<file path="src/rtl/spi_mm_pkg.sv">
package spi_mm_pkg;
  localparam int REG_W   = 32;
  localparam int PM_W    = 4;
  localparam int LEN_W   = 4;
  localparam int D16_LOG = 4;
  localparam int EV_NF   = 8;
  localparam int EV_NE   = 9;
  localparam int CFG_LO  = 16;
  localparam int CFG_HI  = 30;

  localparam logic [2:0] A_CFG  = 3'd0;
  localparam logic [2:0] A_EVT  = 3'd1;
  localparam logic [2:0] A_MASK = 3'd2;
  localparam logic [2:0] A_TX   = 3'd3;
  localparam logic [2:0] A_RX   = 3'd4;

  // field order follows config bits 30 down to 16
  typedef struct packed {
    logic             loop_en;
    logic             cpol;
    logic             cpha;
    logic             div16;
    logic             msb_first;
    logic             master;
    logic             run;
    logic [LEN_W-1:0] len;
    logic [PM_W-1:0]  pm;
  } cfg_t;
endpackage

</file>
<file path="src/rtl/spi_baud_div.sv">
module spi_baud_div #(
  parameter int PM_W    = 4,
  parameter int D16_LOG = 4
) (
  input  logic            clk,
  input  logic            rst_n,
  input  logic            active,
  input  logic [PM_W-1:0] pm,
  input  logic            div16,
  output logic            tick
);
  localparam int CNT_W = PM_W + D16_LOG + 2;

  logic [CNT_W-1:0] cnt_q, cnt_d, base, half;

  always_comb begin
    base = CNT_W'(pm) + CNT_W'(1);
    half = div16 ? (base << (D16_LOG + 1)) : (base << 1);
    tick = active && (cnt_q == half - CNT_W'(1));
    if (!active || tick) cnt_d = '0;
    else                 cnt_d = cnt_q + CNT_W'(1);
  end

  always_ff @(posedge clk or negedge rst_n) begin
    if (!rst_n) cnt_q <= '0;
    else        cnt_q <= cnt_d;
  end
endmodule

</file>
<file path="src/rtl/spi_shift_eng.sv">
module spi_shift_eng #(
  parameter int W     = 32,
  parameter int LEN_W = 4
) (
  input  logic             clk,
  input  logic             rst_n,
  input  logic             run,
  input  logic             start,
  input  logic             tick,
  input  logic             cpol,
  input  logic             cpha,
  input  logic             msb_first,
  input  logic             loop_en,
  input  logic [LEN_W-1:0] len,
  input  logic [W-1:0]     tx_word,
  input  logic             miso,
  output logic             busy,
  output logic             done,
  output logic [W-1:0]     rx_word,
  output logic             sck,
  output logic             mosi
);
  localparam int KW = $clog2(2 * W);
  localparam int NW = $clog2(W) + 1;
  localparam int IW = $clog2(W);

  logic          busy_q, busy_d, sck_q, sck_d;
  logic [KW-1:0] k_q, k_d;
  logic [W-1:0]  tx_q, tx_d, rx_q, rx_d, rx_ins, rx_nx;
  logic [NW-1:0] nbits;
  logic [NW:0]   twice;
  logic [IW-1:0] top_idx;
  logic          last, lead, out_bit, rx_in, samp, shft;

  always_comb begin
    nbits   = (len == '0) ? NW'(W) : (NW'(len) + NW'(1));
    twice   = {nbits, 1'b0};
    top_idx = IW'(nbits - NW'(1));
    last    = (k_q == KW'(twice - (NW+1)'(1)));
    lead    = ~k_q[0];
    out_bit = msb_first ? tx_q[top_idx] : tx_q[0];
    rx_in   = loop_en ? out_bit : miso;
    samp    = tick & (cpha ? ~lead : lead);
    shft    = tick & (cpha ? (lead & (k_q != '0)) : (~lead & ~last));
    rx_ins  = msb_first ? {rx_q[W-2:0], rx_in}
                        : ((rx_q >> 1) | (W'(rx_in) << top_idx));
    rx_nx   = samp ? rx_ins : rx_q;
  end

  always_comb begin
    busy_d = busy_q;
    k_d    = k_q;
    sck_d  = sck_q;
    tx_d   = tx_q;
    rx_d   = rx_q;
    if (!run) begin                      // abort, clock to rest
      busy_d = 1'b0;
      k_d    = '0;
      sck_d  = cpol;
    end else if (!busy_q) begin
      k_d   = '0;
      sck_d = cpol;
      if (start) begin
        busy_d = 1'b1;
        tx_d   = tx_word;
        rx_d   = '0;
      end
    end else if (tick) begin
      k_d   = k_q + KW'(1);
      sck_d = ~sck_q;
      rx_d  = rx_nx;
      if (shft) tx_d = msb_first ? (tx_q << 1) : (tx_q >> 1);
      if (last) begin
        busy_d = 1'b0;
        k_d    = '0;
      end
    end
  end

  always_ff @(posedge clk or negedge rst_n) begin
    if (!rst_n) begin
      busy_q <= 1'b0;
      k_q    <= '0;
      sck_q  <= 1'b0;
      tx_q   <= '0;
      rx_q   <= '0;
    end else begin
      busy_q <= busy_d;
      k_q    <= k_d;
      sck_q  <= sck_d;
      tx_q   <= tx_d;
      rx_q   <= rx_d;
    end
  end

  assign busy    = busy_q;
  assign done    = busy_q & run & tick & last;
  assign rx_word = rx_nx;
  assign sck     = sck_q;
  assign mosi    = busy_q & ~loop_en & out_bit;
endmodule

</file>
<file path="src/rtl/spi_mode_master.sv">
module spi_mode_master
  import spi_mm_pkg::*;
(
  input  logic             clk,
  input  logic             rst_n,
  input  logic [2:0]       reg_addr,
  input  logic             reg_wr,
  input  logic             reg_rd,
  input  logic [REG_W-1:0] reg_wdata,
  output logic [REG_W-1:0] reg_rdata,
  output logic             irq,
  output logic             sck,
  output logic             mosi,
  input  logic             miso
);
  logic [1:0]       rs_q;
  logic             srst_n;
  cfg_t             cfg_q, cfg_d;
  logic [1:0]       evt_q, evt_d, msk_q, msk_d;   // [1]=receive full, [0]=transmit free
  logic [REG_W-1:0] txh_q, txh_d, rx_q, rx_d;
  logic             txf_q, txf_d;
  logic             cfg_we, evt_we, msk_we, tx_we, rd_rx;
  logic             run_w, load, tick, sh_busy, sh_done;
  logic [REG_W-1:0] sh_rx;

  // asynchronous assertion, synchronous release
  always_ff @(posedge clk or negedge rst_n) begin
    if (!rst_n) rs_q <= 2'b00;
    else        rs_q <= {rs_q[0], 1'b1};
  end
  assign srst_n = rs_q[1];

  always_comb begin
    cfg_we = reg_wr && (reg_addr == A_CFG);
    evt_we = reg_wr && (reg_addr == A_EVT);
    msk_we = reg_wr && (reg_addr == A_MASK);
    tx_we  = reg_wr && (reg_addr == A_TX);
    rd_rx  = reg_rd && (reg_addr == A_RX);
    run_w  = cfg_q.run & cfg_q.master;
    load   = run_w & ~sh_busy & txf_q;
  end

  always_comb begin
    cfg_d = cfg_we ? cfg_t'(reg_wdata[CFG_HI:CFG_LO]) : cfg_q;
    msk_d = msk_we ? reg_wdata[EV_NE:EV_NF] : msk_q;
    txh_d = tx_we ? reg_wdata : txh_q;
    rx_d  = sh_done ? sh_rx : rx_q;
    if (tx_we)     txf_d = 1'b1;
    else if (load) txf_d = 1'b0;
    else           txf_d = txf_q;
    evt_d = evt_q;
    if (sh_done)                                    evt_d[1] = 1'b1;
    else if (rd_rx || (evt_we && reg_wdata[EV_NE])) evt_d[1] = 1'b0;
    if (tx_we)                                      evt_d[0] = 1'b0;
    else if (load)                                  evt_d[0] = 1'b1;
    else if (evt_we && reg_wdata[EV_NF])            evt_d[0] = 1'b0;
  end

  always_ff @(posedge clk or negedge srst_n) begin
    if (!srst_n) begin
      cfg_q <= '0;
      evt_q <= '0;
      msk_q <= '0;
      txh_q <= '0;
      txf_q <= 1'b0;
      rx_q  <= '0;
    end else begin
      cfg_q <= cfg_d;
      evt_q <= evt_d;
      msk_q <= msk_d;
      txh_q <= txh_d;
      txf_q <= txf_d;
      rx_q  <= rx_d;
    end
  end

  always_comb begin
    case (reg_addr)
      A_CFG:   reg_rdata = {1'b0, cfg_q, 16'h0000};
      A_EVT:   reg_rdata = REG_W'(evt_q) << EV_NF;
      A_MASK:  reg_rdata = REG_W'(msk_q) << EV_NF;
      A_RX:    reg_rdata = rx_q;
      default: reg_rdata = '0;
    endcase
  end

  assign irq = |(evt_q & msk_q);

  spi_baud_div #(.PM_W(PM_W), .D16_LOG(D16_LOG)) u_div (
    .clk(clk), .rst_n(srst_n), .active(sh_busy),
    .pm(cfg_q.pm), .div16(cfg_q.div16), .tick(tick)
  );

  spi_shift_eng #(.W(REG_W), .LEN_W(LEN_W)) u_eng (
    .clk(clk), .rst_n(srst_n), .run(run_w), .start(load), .tick(tick),
    .cpol(cfg_q.cpol), .cpha(cfg_q.cpha), .msb_first(cfg_q.msb_first),
    .loop_en(cfg_q.loop_en), .len(cfg_q.len), .tx_word(txh_q), .miso(miso),
    .busy(sh_busy), .done(sh_done), .rx_word(sh_rx), .sck(sck), .mosi(mosi)
  );
endmodule

</file>
<file path="config.mk">
export PLATFORM = sky130hd
export DESIGN_NAME = spi_mode_master
export DESIGN_NICKNAME = d
export VERILOG_FILES = /design/src/rtl/spi_mm_pkg.sv /design/src/rtl/spi_baud_div.sv /design/src/rtl/spi_shift_eng.sv /design/src/rtl/spi_mode_master.sv
export SDC_FILE = /design/constraint.sdc
export NUM_CORES = 1
export LEC_CHECK = 0
export BUFFER_PORTS_ARGS = -buffer_cell sky130_fd_sc_hd__buf_2
export CAP_MARGIN = 20
export CORE_MARGIN = 2
export CORE_UTILIZATION = 40
export DETAILED_ROUTE_END_ITERATION = 12
export SETUP_SLACK_MARGIN = 0.2
export SLEW_MARGIN = 5
export SYNTH_ARGS = -nofsm -noshare
export SYNTH_HDL_FRONTEND = slang
export SYNTH_SLANG_ARGS = --single-unit
</file>
<file path="constraint.sdc">
create_clock -name clk -period 6.8 [get_ports clk]
set_input_delay 1.36 -clock clk [delete_from_list [all_inputs] [get_ports clk]]
set_output_delay 1.36 -clock clk [all_outputs]
set_load 0.005 [all_outputs]
</file>
---- After elaboration in Yosys (flattened, before gate mapping) ----
Cells that the tools add are included.
W data, S select, Z words.
word-level totals
  bits in registers ....................... 168
  bits in latches ......................... 0
  RAM bits ................................ 0
  bits in read-only memories .............. 0
  input port bits ......................... 40
  output and inout bits ................... 35
  word-level logic and storage cells ...... 119
  memories ................................ 0
cells by class
  add/sub/neg operators ................... 7
  multiply operators ...................... 0
  divide/modulo/power cells ............... 0
  order comparisons ....................... 1
  equality and inequality tests ........... 9
  shift operators ......................... 1
  muxes and demuxes ....................... 39
  bitwise operators ....................... 19
  reductions and logical operators ........ 21
operators with widths
  kind                     count
  $mux W32                 10
  $pmux W32 S4             1
  $or A31 B32 Y32          1
  $shl A1 B5 Y32           1
  $mux W6                  4
  $mux W1                  20
  $mux W10                 2
  $and A1 B1 Y1            12
  $add A10 B1 Y10 const B  1
  $add A4 B1 Y5 const B    2
  $eq A10 B10 Y1           1
  $sub A10 B1 Y10 const B  1
  $logic_and A1 B1 Y1      8
  $add A6 B1 Y6 const B    1
  $eq A3 B2 Y1 const B     2
  $eq A6 B6 Y1             1
  $lt A5 B6 Y1 const B     1
  $reduce_bool A2 Y1       3
  $reduce_bool A6 Y1       1
  $sub A6 B1 Y6 const B    1
  $bmux W1 S5              1
  $mux W5                  1
  $not A1 Y1               5
  $sub A5 B1 Y5 const B    1
  other kinds (14)         15

---- Longest topological paths before layout ----
Gate-level depths: netlist (run 1).
  word-level depth ........................ 13
  mapped depth ............................ 16
  gate-level depth less buffers ........... 14

---- By module ----
Synthesis (run 1) repeated with hierarchy kept, for this count alone.
unflattened totals
  cell total of the unflattened synthesis .. 993
  area total of the unflattened synthesis .. 9819.4 sq um
by module, submodules not included
  module           instances  cells each  area each (sq um)  seq. area each (sq um)
  spi_shift_eng    1          631         5213.8             1801.7
  spi_mode_master  1          238         3568.4             2152.1
  spi_baud_div     1          124         1037.2             250.2

---- Worst setup path after synthesis (run 1) ----
OpenSTA, ideal clock, no wires.
  path kind ............................... register to output
  start ................................... register cfg_q[4] (netlist name)
  end ..................................... output port mosi
  arrival ................................. 3659 ps
  required time ........................... 5440 ps
  path slack .............................. 1781 ps
  cell stages (with the launch flop) ...... 16
  path buffers ............................ 3
  cells stage by stage .................... dfrtp_1 > inv_1 > ha_1 > nand2b_1 > o21a_1 > buf_1 > inv_1 > ha_1 > buf_1 > clkbuf_1 > mux4_2 > mux2_2 > o22ai_1 > nor2_1 > mux2_2 > and3_1
between the ends
  cells in the longest elaborated chain, start to end .. 7
  elaborated cells on any way between the ends .. 8
  classes of those cells .................. add/sub: 2; mux: 4; bitwise: 1; reduce/logical: 1
RTL lines
  item                                                      line                   text
  start: declaration                                        spi_mode_master.sv:18  cfg_t cfg_q, cfg_d;
  start signal: assignment                                  spi_mode_master.sv:68  cfg_q <= cfg_d;
  $add A4 B1 Y5 / $logic_not A4 Y1 (equally long branches)  spi_shift_eng.sv:36    nbits = (len == '0) ? NW'(W) : (NW'(len) + NW'(1));
  $mux W5 *                                                 spi_shift_eng.sv:36
  $sub A5 B1 Y5 *                                           spi_shift_eng.sv:38    top_idx = IW'(nbits - NW'(1));
  $bmux W1 S5 *                                             spi_shift_eng.sv:41    out_bit = msb_first ? tx_q[top_idx] : tx_q[0];
  $mux W1 (implied by the code) *                           spi_shift_eng.sv:41
  $mux W1 *                                                 spi_shift_eng.sv:41
  $and A1 B1 Y1 *                                           spi_shift_eng.sv:100   assign mosi = busy_q & ~loop_en & out_bit;
  end: declaration                                          spi_mode_master.sv:13  output logic mosi,
Mark *: on every way between the ends. The rest lies on a longest branch, timed or not. The select of a mux whose other input is x is not followed.

---- Worst setup path in the final report (run 1) ----
Ends and elaborated chain as after synthesis.

==> run_results.csv, run 1 <==
group,metric,value,unit
status,status,"finished, final reports clean",
sta,hold_viol,0,
die,rows,56,
worst_setup_path,cp_max_fo,13,
grt,antenna_found_initial,0,
finish,nets,1030,
worst_setup_path,path_class,"register to primary output",
worst_setup_path,r2r-start,"cfg_q[4]$_DFFE_PN0P_",
synth,avgSynthCellArea,10.1,sq um
worst_setup_path,cp_cell_sequence,"inv_1 > ha_1 > nand2b_1 > o21a_1 > inv_1 > ha_1 > xor2_1 > mux2_2 > o22ai_1 > nor2_1 > mux2_2 > and3_1 > buf_2",
clock_network,ctsHoldBuffers,0,
worst_setup_path,endpoint_kind,"primary output",
clock_network,cts-root-buf,"clkbuf_16",
grt,grt_max_degree,70,
synth,yosysTopAreaCellShare,44.2,%
sta,worst_slew_pin_slew,0.981,ns
worst_setup_path,cp_data_required_time,5.44,ns
worst_setup_path,path_buf_inv,3,
power_and_ir_drop,leakagePower,4.56,nW
placed_design,portBuffers,74,
synth,syn-instance-count,940,
clock_network,clkSinkCount,168,
worst_setup_path,r2r_end,"rx_q[0]$_DFFE_PN0P_",
finish,layout_commonest_cell,"dfrtp_1",
sta,period_minus_slack,5.75,ns
drt,postRouteWirelength,23000,um
sta,rsz0062_at_grt,"false",
worst_setup_path,max_stage_delay,0.72,ns
synth,yosysSeqAreaShare,44.2,%
die,die_w,158,um
grt,grt_first_pass_wirelength,37500,um
worst_setup_path,cp_slowest_cell,"xor2_1",
grt,grtUsageTotal,19.3,%
finish,layout-drive-gt1-share,23.0,%
die,die_y,158,um
die,die_area,25000,sq um
clock_network,cts_resized,0,
placed_design,gp_congestion,0.862,
drt,drc,0,
placed_design,pre_cts_ws,1.49,ns
synth,synth_cell_types,71,
grt,grt_overflow_total,0,
power_and_ir_drop,power.density,337,nW/um^2
finish,stdcell_area,10700,sq um
synth,ys.flop_type,"dfrtp_1",
drt,dr_total_vias,7242,
synth,yosys.area.top_type,"dfrtp_1",
power_and_ir_drop,p_int,2.34,mW
sta,drv_slew,0,
sta,slew_headroom,34.6,%
clock_network,cts_buffers,17,
worst_setup_path,path_depth,13,
placed_design,hpwl,15600,um
worst_setup_path,ff2ff_setup_slack,1.79,ns
worst_setup_path,cp-start-kind,"register",
sta,finalClockSkew,0.0127,ns
synth,synth_area,9510,sq um
placed_design,placed_cell_area,10100,sq um
clock_network,clock_latency,0.44,ns
die,pin_count,75,
drt,viasPerCell,5.52,
die,initial_utilization,40.6,%
clock_network,htree_levels,4,
drt,ant_nets,0,
power_and_ir_drop,combPwrFrac,31.5,%
drt,drt_first_iter_violations,493,
power_and_ir_drop,clkPwrFrac,25.8,%
drt,first_pass_iters,5,
synth,synth_edf_count,0,
worst_setup_path,rr_worst_depth,12,
worst_setup_path,cpLargestDelayFamily,"compound AO/OA/AOI/OAI gates",
sta,setup_tns,0,ns
finish,syn2layout_area_growth,12.3,%
finish,num_antenna_cells,0,
sta,period_share,84.6,%
clock_network,clockBufferDepth,2,
drt,routedWlPerCell,17.5,um
clock_network,post_cts_buffers,0,
min_path,hp-class,"register to asynchronous set/reset pin",
worst_setup_path,critPathArrivalTime,4.39,ns
sta,max_freq,174,MHz
finish,final_cell_mix,"dfrtp_1 (165), mux2_2 (88), nand2_1 (84), o21ai_0 (81), buf_2 (75)",
die,core,23400,sq um
power_and_ir_drop,p_sw_share,35.2,%
run,maxCapViolations,0,
sta,fin_ws,1.05,ns
synth,synthTopCellsByArea,"dfrtp_1 (44%), mux2_2 (10%), mux2i_1 (7.2%)",
grt,grt_pass1_vias,6961,
clock_network,path_clk_slew,0.06,ns
synth,synth_nets,988,
synth,synthArstFlopShare,100,%
power_and_ir_drop,switchingPower,1.27,mW
sta,setup_viol,0,
power_and_ir_drop,ir_worst_vdd,0.243,mV
power_and_ir_drop,power_frac_seq,42.7,%
synth,yosysWarnings,0,
clock_network,cts_tree,"yes",
synth,ys_ff_latch,168,
[sequential cells by signal, indices dropped and copies added (netlist names), 6 cells and up]
signal and flops:
cfg_q 15, rx_q 32, txh_q 32, u_div.cnt_q 10, u_eng.k_q 6, u_eng.rx_q 32, u_eng.tx_q 32
[synthesized netlist by cell type (all sizes together), types with 21 or more instances]
library cell,number
dfrtp,168
mux2,90
nand2,84
o21ai,83
mux2i,68
nor2,59
a21oi,45
clkbuf,42
nand3,31
buf,23
nor2b,23
and2,21
[routing by layer]
| layer | part of all wire, % | vias up | GRT usage (%) |
|---|---|---|---|
| met1 | 48 | 3575 | 27.7 |
| met5 | 0 | - | 0 |
| li1 | - | 3479 | - |
| met4 | 1.8 | 0 | 5.45 |
| met2 | 46 | 156 | 29.8 |
| met3 | 4.2 | 32 | 3.78 |
[worst max path at each step]
stage / from / endpoint / slack [ns]
floorplan: rs_q[1]$_DFF_PN0_ / cfg_q[0]$_DFFE_PN0P_ / 1.77
global placement: cfg_q[4]$_DFFE_PN0P_ / mosi / 1.64
detailed placement: cfg_q[4]$_DFFE_PN0P_ / mosi / 1.49
CTS: cfg_q[4]$_DFFE_PN0P_ / mosi / 1.02
global route: cfg_q[4]$_DFFE_PN0P_ / mosi / 0.63
finish: cfg_q[4]$_DFFE_PN0P_ / mosi / 1.05
[cells by family (layout without fill, tap and decap cells)]
kind of cell | after synthesis | count (layout) | synth area share, %
buf+inv | 84 | 138 | 3.90
fa+ha+maj | 8 | 8 | 1.05
flops | 168 | 168 | 44.2
mux | 166 | 166 | 19.8
compound gates | 212 | 212 | 14.2
other cells | 1 | 1 | 0.0394
xor+xnor | 24 | 24 | 2.45
simple gates | 277 | 277 | 14.4
[worst register-to-register path, delay by kind of cell, from the launching register on]
| kind | cells | cell delay (ns) |
|---|---|---|
| AND/OR/NAND/NOR | 2 | 1.28 |
| adder cells (fa/ha/maj) | 2 | 0.54 |
| buffers and inverters | 2 | 0.32 |
| flip-flops | 1 | 0.49 |
| XOR/XNOR | 2 | 0.92 |
| AO/OA/AOI/OAI | 4 | 1.35 |
[power groups by stage]
stage | Sequential, mW | Clock [mW] | Combinational [mW]
final | 1.54 | 0.928 | 1.13
after global routing | 1.58 | 0.997 | 1.27
after CTS | 1.54 | 0.952 | 1.13
after detailed placement | 1.55 | 0 | 1.13
after global placement | 1.55 | 0 | 1.10
after floorplan | 1.42 | 0 | 0.942
[stage by stage]
step | power, mW | util, % | hold slack (ns) | std cells
after floorplan | 2.36 | - | 0.331 | 940
after global placement | 2.65 | 43.1 | 0.335 | 1279
after detailed placement | 2.68 | 43.1 | 0.358 | 1279
after CTS | 3.62 | 45.5 | 0.372 | 1310
after global routing | 3.85 | 45.6 | 0.380 | 1313
final | 3.60 | 45.6 | 0.358 | 1313
[area by class of cell]
| cell class | instances | area, sq um |
|---|---|---|
| Multi-Input combinational cell | 688 | 4950 |
| Timing Repair Buffer | 88 | 490 |
| Sequential cell | 168 | 4210 |
| Clock inverter | 7 | 70.1 |
| Clock buffer | 24 | 482 |
| Inverter | 19 | 71.3 |
| Fill cell | 2283 | 12700 |
| Tap cell | 319 | 399 |
Power figures use the tool's default switching activity.
==> run 2, diff against run 1 <==
==> constraint.sdc (replaced) <==
create_clock -name clk -period 5.6 [get_ports clk]
set_input_delay 1.12 -clock clk [delete_from_list [all_inputs] [get_ports clk]]
set_output_delay 1.12 -clock clk [all_outputs]
set_load 0.005 [all_outputs]
==> run 2 against run 1 <==
Clock power grew 23%. Combinational power grew 25%. Die area is the same. Setup slack lost 0.43 ns. Final cell count is essentially flat. Final area grew 0.11%. Flip-flop and latch count is the same. Critical path depth is the same. Critical endpoint unchanged.
==> run_results.csv, run 2 (synthesis results as in run 1) <==
group,metric,value,unit
grt,use_met2,29.2,%
min_path,hp-class,"register to register",
die,die_w,158,um
die,die_y,158,um
worst_setup_path,r2r_end,"rx_q[0]$_DFFE_PN0P_",
clock_network,path_clk_slew,0.06,ns
die,core,23400,sq um
finish,layout_commonest_cell,"dfrtp_1",
grt,grt_first_pass_wirelength,37600,um
power_and_ir_drop,power.density,411,nW/um^2
drt,ant_nets,0,
power_and_ir_drop,ir_worst_vdd,0.214,mV
min_path,hold_end,"rs_q[1]$_DFF_PN0_",
sta,fin_ws,0.619,ns
sta,period_share,88.9,%
clock_network,htree_levels,4,
clock_network,clockBufferDepth,2,
sta,rsz0062_at_grt,"false",
placed_design,hpwl,15200,um
drt,routedWlPerCell,17.4,um
drt,first_pass_iters,5,
drt,postRouteWirelength,22900,um
worst_setup_path,endpoint_kind,"primary output",
min_path,whs_path_depth,0,
clock_network,cts_buffers,17,
finish,final_util,45.7,%
clock_network,cts-root-buf,"clkbuf_16",
sta,worst_slew_pin_slew,0.955,ns
sta,slew_headroom,36.3,%
run,maxCapViolations,0,
power_and_ir_drop,leakagePower,4.56,nW
placed_design,portBuffers,74,
finish,num_antenna_cells,0,
placed_design,pre_cts_ws,0.947,ns
grt,grt_max_degree,167,
finish,nets,1030,
drt,viasPerCell,5.44,
grt,grt.busiest_layer,"met2",
power_and_ir_drop,power,4.39,mW
worst_setup_path,cp_data_required_time,4.48,ns
grt,grt_overflow_total,0,
die,die_area,25000,sq um
sta,period_minus_slack,4.98,ns
clock_network,post_cts_buffers,0,
grt,antenna_found_initial,0,
sta,max_freq,201,MHz
drt,dr_total_vias,7149,
grt,grtUsageTotal,19.2,%
worst_setup_path,critPathArrivalTime,3.86,ns
drt,drt_first_iter_violations,621,
sta,finalClockSkew,0.0118,ns
placed_design,gp_congestion,0.876,
grt,met1_usage,28.1,%
worst_setup_path,cp-start-kind,"register",
worst_setup_path,rr_worst_depth,13,
sta,drv_slew,0,
status,status,"finished, final reports clean",
sta,setup_tns,0,ns
worst_setup_path,cp-startpoint,"cfg_q[4]$_DFFE_PN0P_",
finish,layout-drive-gt1-share,23.2,%
clock_network,clkSinkCount,168,
drt,drc,0,
finish,syn2layout_area_growth,12.4,%
clock_network,cts_tree,"yes",
worst_setup_path,r2r-start,"cfg_q[4]$_DFFE_PN0P_",
die,initial_utilization,40.6,%
min_path,hp-start,"rs_q[0]$_DFF_PN0_",
die,pin_count,75,
grt,grt.met3_usage,3.56,%
die,rows,56,
worst_setup_path,ff2ff_setup_slack,1.09,ns
clock_network,clock_latency,0.43,ns
finish,final_cell_mix,"dfrtp_1 (165), mux2_2 (88), nand2_1 (84), o21ai_0 (81), buf_2 (74)",
grt,grt_pass1_vias,6892,
worst_setup_path,path_class,"register to primary output",
sta,hold_viol,0,
sta,setup_viol,0,
worst_setup_path,cp_max_fo,15,
## run 2: worst max-delay path, cell delays in order (launching register included)
cell and delay, ns:
dfrtp_1 0.48, inv_1 0.12, ha_1 0.25, nand2b_1 0.08
o21a_1 0.12, inv_1 0.08, ha_1 0.71, mux4_2 0.45
mux2_2 0.29, o22ai_1 0.21, nor2_1 0.07, mux2_2 0.25
and3_1 0.20, buf_2 0.13
## run 2: stage by stage
stage	cells	hold slack (ns)	area (sq um)
floorplan	940	0.331	9510
global placement	1281	0.335	10100
detailed placement	1281	0.343	10100
CTS	1313	0.359	10700
global route	1314	0.360	10700
finish	1314	0.354	10700
## run 2: how the worst max path moves through the flow
stage	end	slack [ns]
2_1_floorplan	cfg_q[0]$_DFFE_PN0P_	0.57
3_3_place_gp	mosi	1.09
3_5_place_dp	mosi	0.95
4_1_cts	mosi	0.50
5_1_grt	mosi	0.27
6_report	mosi	0.62
## run 2: what timing repair did
action / CTS / global route
setup endpoints to repair: 0 / 1
hold buffers: 0 / 0
resized for setup: 0 / 1
## run 2: power by group
| part | internal, mW | switching, mW | leakage, nW | total, mW |
|---|---|---|---|---|
| Clock | 0.639 | 0.500 | 0.264 | 1.14 |
| Combinational | 0.691 | 0.721 | 2.29 | 1.41 |
| Sequential | 1.50 | 0.340 | 2.01 | 1.84 |
| Total | 2.83 | 1.56 | 4.56 | 4.39 |
## run 2: cell type report
type | count | area [sq um]
Timing Repair Buffer | 88 | 485
Fill cell | 2268 | 12700
Clock buffer | 23 | 468
Multi-Input combinational cell | 688 | 4960
Clock inverter | 9 | 92.6
Tap cell | 319 | 399
Inverter | 19 | 71.3
Sequential cell | 168 | 4210
## run 2: routing by layer
metal	wire, um	up-vias
met1	11200	3502
met5	0	-
met3	829	23
met2	10400	153
met4	350	0
li1	-	3471
